<file path="src/rtl/pm_reg_pkg.sv">
package pm_reg_pkg;
  typedef struct packed {
    logic wrCtrl;
    logic wrStat;
    logic wrWdog;
    logic reqHalt;
    logic reqReboot;
  } pmStrobeT;
endpackage

</file>
<file path="src/rtl/pm_reg_ctrl.sv">
module pm_reg_ctrl
  import pm_reg_pkg::*;
#(
  parameter int ADDR_W = 7,
  parameter int KEY_W = 8,
  parameter logic [KEY_W-1:0] KEY = 8'h5A,
  parameter int CTRL_IDX = 7,
  parameter int STAT_IDX = 8,
  parameter int WDOG_IDX = 9,
  parameter int CODE_W = 12,
  parameter logic [CODE_W-1:0] HALT_CODE = 12'h555
) (
  input  logic              clk,
  input  logic              rst,
  input  logic              wrEn,
  input  logic [ADDR_W-1:0] addr,
  input  logic [KEY_W-1:0]  wrKey,
  input  logic              trigBit,
  input  logic [CODE_W-1:0] statCode,
  output pmStrobeT          strobe,
  output logic              powerOffReq,
  output logic              sysResetReq
);
  logic accepted;
  logic haltCode;

  assign accepted = wrEn && (wrKey == KEY);
  assign haltCode = (statCode == HALT_CODE);

  always_comb begin
    strobe = '0;
    strobe.wrCtrl = accepted && (addr == ADDR_W'(CTRL_IDX));
    strobe.wrStat = accepted && (addr == ADDR_W'(STAT_IDX));
    strobe.wrWdog = accepted && (addr == ADDR_W'(WDOG_IDX));
    strobe.reqHalt = strobe.wrCtrl && trigBit && haltCode;
    strobe.reqReboot = strobe.wrCtrl && trigBit && !haltCode;
  end

  always_ff @(posedge clk) begin
    if (rst) begin
      powerOffReq <= 1'b0;
      sysResetReq <= 1'b0;
    end else begin
      powerOffReq <= strobe.reqHalt;
      sysResetReq <= strobe.reqReboot;
    end
  end
endmodule

</file>
<file path="src/rtl/pm_reg_data.sv">
module pm_reg_data
  import pm_reg_pkg::*;
#(
  parameter int ADDR_W = 7,
  parameter int DATA_W = 32,
  parameter int KEY_W = 8,
  parameter int CTRL_IDX = 7,
  parameter int STAT_IDX = 8,
  parameter int WDOG_IDX = 9,
  parameter logic [DATA_W-1:0] CTRL_RST = 32'h0000_0102,
  parameter logic [DATA_W-1:0] STAT_RST = 32'h0000_1000,
  parameter logic [DATA_W-1:0] WDOG_RST = 32'h0000_0000
) (
  input  logic              clk,
  input  logic              rst,
  input  logic              rdEn,
  input  logic [ADDR_W-1:0] addr,
  input  logic [DATA_W-1:0] wrData,
  input  pmStrobeT          strobe,
  output logic [DATA_W-1:0] rdData,
  output logic [DATA_W-1:0] ctrlQ,
  output logic [DATA_W-1:0] statQ,
  output logic [DATA_W-1:0] wdogQ
);
  localparam int PAY_W = DATA_W - KEY_W;
  localparam int NREG = 3;

  logic [DATA_W-1:0] stripped;
  logic [NREG-1:0]   wrVec;
  logic [DATA_W-1:0] regQ [NREG];

  assign stripped = {{KEY_W{1'b0}}, wrData[PAY_W-1:0]};
  assign wrVec = {strobe.wrWdog, strobe.wrStat, strobe.wrCtrl};

  function automatic logic [DATA_W-1:0] rstVal(input int idx);
    case (idx)
      0: return CTRL_RST;
      1: return STAT_RST;
      default: return WDOG_RST;
    endcase
  endfunction

  for (genvar g = 0; g < NREG; g++) begin : gReg
    always_ff @(posedge clk) begin
      if (rst) regQ[g] <= rstVal(g);
      else if (wrVec[g]) regQ[g] <= stripped;
    end
  end

  assign ctrlQ = regQ[0];
  assign statQ = regQ[1];
  assign wdogQ = regQ[2];

  logic [DATA_W-1:0] rdSel;
  always_comb begin
    if (addr == ADDR_W'(CTRL_IDX)) rdSel = regQ[0];
    else if (addr == ADDR_W'(STAT_IDX)) rdSel = regQ[1];
    else if (addr == ADDR_W'(WDOG_IDX)) rdSel = regQ[2];
    else rdSel = '0;
  end

  always_ff @(posedge clk) begin
    if (rst) rdData <= '0;
    else if (rdEn) rdData <= rdSel;
  end
endmodule

</file>
<file path="src/rtl/pm_reset_regs.sv">
module pm_reset_regs
  import pm_reg_pkg::*;
#(
  parameter int ADDR_W = 7,
  parameter int DATA_W = 32,
  parameter int KEY_W = 8,
  parameter logic [KEY_W-1:0] KEY = 8'h5A,
  parameter int CTRL_IDX = 7,
  parameter int STAT_IDX = 8,
  parameter int WDOG_IDX = 9,
  parameter int TRIG_BIT = 5,
  parameter int CODE_W = 12,
  parameter logic [CODE_W-1:0] HALT_CODE = 12'h555
) (
  input  logic              clk,
  input  logic              rst,
  input  logic              wrEn,
  input  logic              rdEn,
  input  logic [ADDR_W-1:0] addr,
  input  logic [DATA_W-1:0] wrData,
  output logic [DATA_W-1:0] rdData,
  output logic              powerOffReq,
  output logic              sysResetReq
);
  pmStrobeT strobe;
  logic [DATA_W-1:0] ctrlQ, statQ, wdogQ;

  pm_reg_ctrl #(
    .ADDR_W(ADDR_W), .KEY_W(KEY_W), .KEY(KEY),
    .CTRL_IDX(CTRL_IDX), .STAT_IDX(STAT_IDX), .WDOG_IDX(WDOG_IDX),
    .CODE_W(CODE_W), .HALT_CODE(HALT_CODE)
  ) u_ctrl (
    .clk(clk), .rst(rst), .wrEn(wrEn), .addr(addr),
    .wrKey(wrData[DATA_W-1 -: KEY_W]),
    .trigBit(wrData[TRIG_BIT]),
    .statCode(statQ[CODE_W-1:0]),
    .strobe(strobe),
    .powerOffReq(powerOffReq), .sysResetReq(sysResetReq)
  );

  pm_reg_data #(
    .ADDR_W(ADDR_W), .DATA_W(DATA_W), .KEY_W(KEY_W),
    .CTRL_IDX(CTRL_IDX), .STAT_IDX(STAT_IDX), .WDOG_IDX(WDOG_IDX)
  ) u_data (
    .clk(clk), .rst(rst), .rdEn(rdEn), .addr(addr), .wrData(wrData),
    .strobe(strobe), .rdData(rdData),
    .ctrlQ(ctrlQ), .statQ(statQ), .wdogQ(wdogQ)
  );
endmodule

</file>
<file path="config.mk">
export PLATFORM = sky130hd
export DESIGN_NAME = pm_reset_regs
export DESIGN_NICKNAME = d
export VERILOG_FILES = /design/src/rtl/pm_reg_pkg.sv /design/src/rtl/pm_reg_ctrl.sv /design/src/rtl/pm_reg_data.sv /design/src/rtl/pm_reset_regs.sv
export SDC_FILE = /design/constraint.sdc
export NUM_CORES = 1
export LEC_CHECK = 0
export BUFFER_PORTS_ARGS = -buffer_cell sky130_fd_sc_hd__buf_2
export CAP_MARGIN = 20
export CORE_MARGIN = 5
export CORE_UTILIZATION = 43
export DETAILED_ROUTE_END_ITERATION = 8
export GPL_TIMING_DRIVEN = 1
export SYNTH_ARGS = -nofsm -noshare
export SYNTH_HDL_FRONTEND = slang
export SYNTH_SLANG_ARGS = --single-unit
</file>
<file path="constraint.sdc">
create_clock -name clk -period 4.55 [get_ports clk]
set_clock_uncertainty 0.2 [all_clocks]
set_input_delay 1.365 -clock clk [delete_from_list [all_inputs] [get_ports clk]]
set_output_delay 1.365 -clock clk [all_outputs]
set_load 0.1 [all_outputs]
</file>
# == Yosys cells after proc, flatten, opt, wreduce, memory -nomap -nowiden ==
# Memory sizes are Yosys's and may differ from the RTL's.
# Index checks and enable logic that the tools add are counted.
# op_classes
add_sub_neg,0
n_mul,0
n_div,0
order_cmp,0
n_eq_ne,5
shift,0
n_mux,17
bitwise,3
reduce_logical,8
# op_table
operator,count
32-bit two-way mux,3
24-bit two-way mux,3
7-bit by 4-bit equality test with 1-bit output (second input constant),2
12-bit by 11-bit equality test with 1-bit output (second input constant),1
1-bit two-way mux,11
8-bit by 7-bit equality test with 1-bit output (second input constant),1
7-bit by 3-bit equality test with 1-bit output (second input constant),1
1-bit logical AND,7
1-bit OR,3
1-bit logical NOT,1
# word_totals
regBits,34
latchBits,0
ram_bits,72
rom_bits,0
inputBits,43
out_inout_bits,34
word_cells,37
mem_count,1
# memory_table
name,words,word_bits,read_ports,rd_ports_with_merged_regs,wr,line,rtl
u_data.regQ,3,24,3,0,3,pm_reg_data.sv:30,logic [DATA_W-1:0] regQ [NREG];

# == Depth between registers and ports, before layout ==
# depth
ltp_word,7
mapped_depth,6
ltp_nobuf,3

# == Cells and area by module ==
# From an unflattened synthesis, not the netlist that was laid out.
# hier_totals
hier_cells,352
area_unflattened_um2,4569.4
# by_module_without_submodules
mod,n_inst,cells_per_inst,area_per_inst_um2,seq_area_each_um2
pm_reg_data,1,330,4356.7,2642.5
pm_reg_ctrl,1,22,212.7,40.0

# == Worst setup path before layout ==
# Ideal clock, no wire load.
# synth_path
path_kind,input port to flip-flop
from,input addr[5]
to,memory u_data.regQ[0][0] (netlist name) (enable)
setup_ns,0.410
arrival_time_ns,3.282
required_ns,3.940
setup_slack_ns,0.658
cell_stages,5
path_buffers,2
cell_sequence,nor3_4 -> nand4_1 -> buf_2 -> buf_2 -> o21bai_1
# synth_rtl
element,line,rtl
start: declaration,pm_reset_regs.sv:19,"input logic [ADDR_W-1:0] addr,"
end: declaration,pm_reg_data.sv:30,

==> flow_metrics.env <==
export IMPL_syn_inst=436
export IMPL_slew_viol_final=0
export IMPL_crit_fanout=30
export IMPL_p_leak_uw=0.00177
export IMPL_r2r_start="u_data.regQ[1][11]"
export IMPL_grt_ovfl_total=0
export IMPL_preCtsSetupSlack_ns=0.910
export IMPL_avgSynthCellArea_um2=10.6
export IMPL_hold_buffers=0
export IMPL_yosysWarnings=0
export IMPL_post_cts_buffers=0
export IMPL_gp_congestion=0.755
export IMPL_setup_viol=0
export IMPL_cts_resized=0
export IMPL_root_buffer="clkbuf_8"
export IMPL_coreArea_um2=10400
export IMPL_wl_per_cell_um=17.8
export IMPL_rows=37
export IMPL_syn2layout_area_growth_pct=13.0
export IMPL_setup_tns_final_ns=0
export IMPL_die_x_um=114
export IMPL_period_share_pct=71.2
export IMPL_register_area_um2=2680
export IMPL_async_flop_share_pct=0
export IMPL_synth_seq_area_share_pct=58.0
export IMPL_cts_sinks=98
export IMPL_layout_drive_gt1_share_pct=24.7
export IMPL_vias_per_cell=5.52
export IMPL_drc=0
export IMPL_clkTransAtPathRegs_ns=0.09
export IMPL_dp_hpwl_um=7110
export IMPL_startpoint="addr[0]"
export IMPL_endpoint_kind="flop"
export IMPL_first_iter_violations=172
export IMPL_period_needed_ns=3.24
export IMPL_multi_input_area_um2=1630
export IMPL_synthesis_area_um2=4620
export IMPL_synth_edf_count=72
export IMPL_first_pass_iters=5
export IMPL_ys_ff_latch=98
export IMPL_diodes=0
export IMPL_synth_cell_types=36
export IMPL_antenna_found_initial=0
export IMPL_required_ns=4.43
export IMPL_grt_pass1_wl_um=17600
export IMPL_grt_pass1_vias=3358
export IMPL_critPathMostFrequentCell="buf_4"
export IMPL_die_area_um2=12900
export IMPL_layout_nets=528
export IMPL_hp_class="flop to flop"
export IMPL_max_slew_margin_pct=29.2
export IMPL_max_vdd_ir_drop_mv=0.136
export IMPL_initial_core_util_pct=44.4
export IMPL_tightestPinTransition_ns=1.06
export IMPL_cp_cell_sequence="buf_2 > nand4b_2 > buf_4 > o21bai_2 > buf_4"
export IMPL_crit_arrival_ns=3.12
export IMPL_numCtsBuffers=9
export IMPL_status="completed"
export IMPL_rsz0062_at_grt="no"
export IMPL_grt_max_degree=75
export IMPL_powerDensity_nw_per_um2=342
export IMPL_hold_viol=0
export IMPL_cts_tree="yes"
export IMPL_synth_flop_cell="edfxtp_1"
export IMPL_slowest_delay_ns=0.51
export IMPL_worstHoldStart="u_data.rdData[17]"
export IMPL_start_kind="input pin"
export IMPL_num_fill_cells=964
export IMPL_clk_insertion_delay_late_ns=0.37
export IMPL_cts_htree_levels=3
export IMPL_timing_fmax_mhz=309
export IMPL_setup_slack_ns=1.31
export IMPL_dr_total_vias=3458
export IMPL_drv_cap=0
export IMPL_num_io_pins=77
export IMPL_clockBufferDepth=2
export IMPL_die_y_um=114
export IMPL_numPortBuffers=68
export IMPL_wirelength_um=11100
export IMPL_setup_worst_path_class="input pin to flop"
export IMPL_cpMaxStageDelayCell="buf_2"
export IMPL_finalInstanceArea_um2=5220
export IMPL_drtAntennaViolNets=0
export IMPL_power_uw=1790
export IMPL_placed_cell_area_um2=5010
export IMPL_track_usage_pct=17.7
-- worst paths after layout --
| kind | end | slack, ns | cells past startpoint |
|---|---|---|---|
| setup / recovery | u_data.regQ[0][17] | 1.31 | 5 |
| hold / removal | u_data.rdData[17] | 0.25 | 2 |
| setup reg to reg | u_ctrl.powerOffReq | 3.00 | 3 |
| hold reg to reg | u_data.rdData[17] | 0.25 | 2 |
-- cell families after synthesis --
group,count (synthesis),share of synthesized area (%)
DFF,98,58.0
AOI/OAI and AO/OA,99,14.8
other,1,0.0811
and+or+nand+nor,164,19.5
buffers and inverters,74,7.50
-- state kept, by name, indices dropped and copies added, names as in the netlist --
register / count
u_data.regQ: 72
u_data.rdData: 24
u_ctrl.powerOffReq: 1
u_ctrl.sysResetReq: 1
-- placed cells by master, fill, tap and decap left out, drive strengths merged, types with 2 or more instances in the layout --
| cell type | Yosys | routed |
|---|---|---|
| a211oi | 24 | 24 |
| a21oi | 24 | 24 |
| a31o | 2 | 2 |
| and3b | 2 | 2 |
| buf | 35 | 82 |
| bufinv | 0 | 2 |
| clkbuf | 16 | 10 |
| clkinv | 1 | 4 |
| conb | 1 | 8 |
| dfxtp | 26 | 26 |
| edfxtp | 72 | 72 |
| inv | 22 | 22 |
| nand2 | 25 | 25 |
| nand3 | 46 | 46 |
| nand4 | 2 | 2 |
| nor2 | 49 | 49 |
| nor3 | 23 | 23 |
| nor4 | 3 | 3 |
| nor4bb | 3 | 3 |
| o211ai | 24 | 24 |
| o31ai | 24 | 24 |
| or3 | 2 | 2 |
-- per-stage QoR --
stage	instances	hold WS [ns]	utilization, %
3_3_place_gp	610	0.237	48.1
4_1_cts	626	0.255	50.1
3_5_place_dp	610	0.234	48.1
6_report	626	0.252	50.1
2_1_floorplan	443	0.322	-
5_1_grt	626	0.273	50.1
-- final cells by class --
| type | instances | area share [%] |
|---|---|---|
| Clock buffer | 10 | 2.44 |
| Clock inverter | 6 | 1.56 |
| Inverter | 23 | 1.65 |
| Multi-Input combinational cell | 271 | 31.2 |
| Sequential cell | 98 | 51.4 |
| Tap cell | 136 | 3.26 |
| Timing Repair Buffer | 82 | 8.53 |
-- critical path: cells and delay by family --
kind            cells  cell delay [ns]
compound gates      1             0.39
buf+inv             3             1.06
simple gates        1             0.29
-- where the power goes --
group          switching [uW]  leakage (uW)  total [uW]  internal, uW
clock                     300      0.000104         607           306
combinational             137      0.000775         178          41.0
sequential               11.7      0.000895        1000           989
total                     449       0.00177        1790          1340
-- cells in the mapped netlist, types with 3 or more instances --
cell	n	area (um2)
nand2_1	25	93.8
inv_1	22	82.6
nor2_1	49	184
a211oi_1	24	180
o31ai_1	24	180
buf_1	6	22.5
dfxtp_1	26	521
clkbuf_1	16	60.1
nor3_1	4	20.0
o211ai_1	24	180
nor4bb_1	3	30.0
buf_2	19	95.1
nand3_1	46	230
a21oi_1	24	120
nor3_2	18	180
edfxtp_1	72	2160
buf_4	8	60.1
nor4_1	3	18.8
-- per-layer routing --
layer	wire (um)	vias to the layer above	global-route usage [%]	part of all wire, %
met5	0	-	0	0
met4	126	0	6.09	1.1
met3	693	9	3.08	6.2
met2	5360	126	28.7	48
met1	4950	1647	24.0	44
li1	-	1676	-	-
Power figures use the tool's default switching activity.
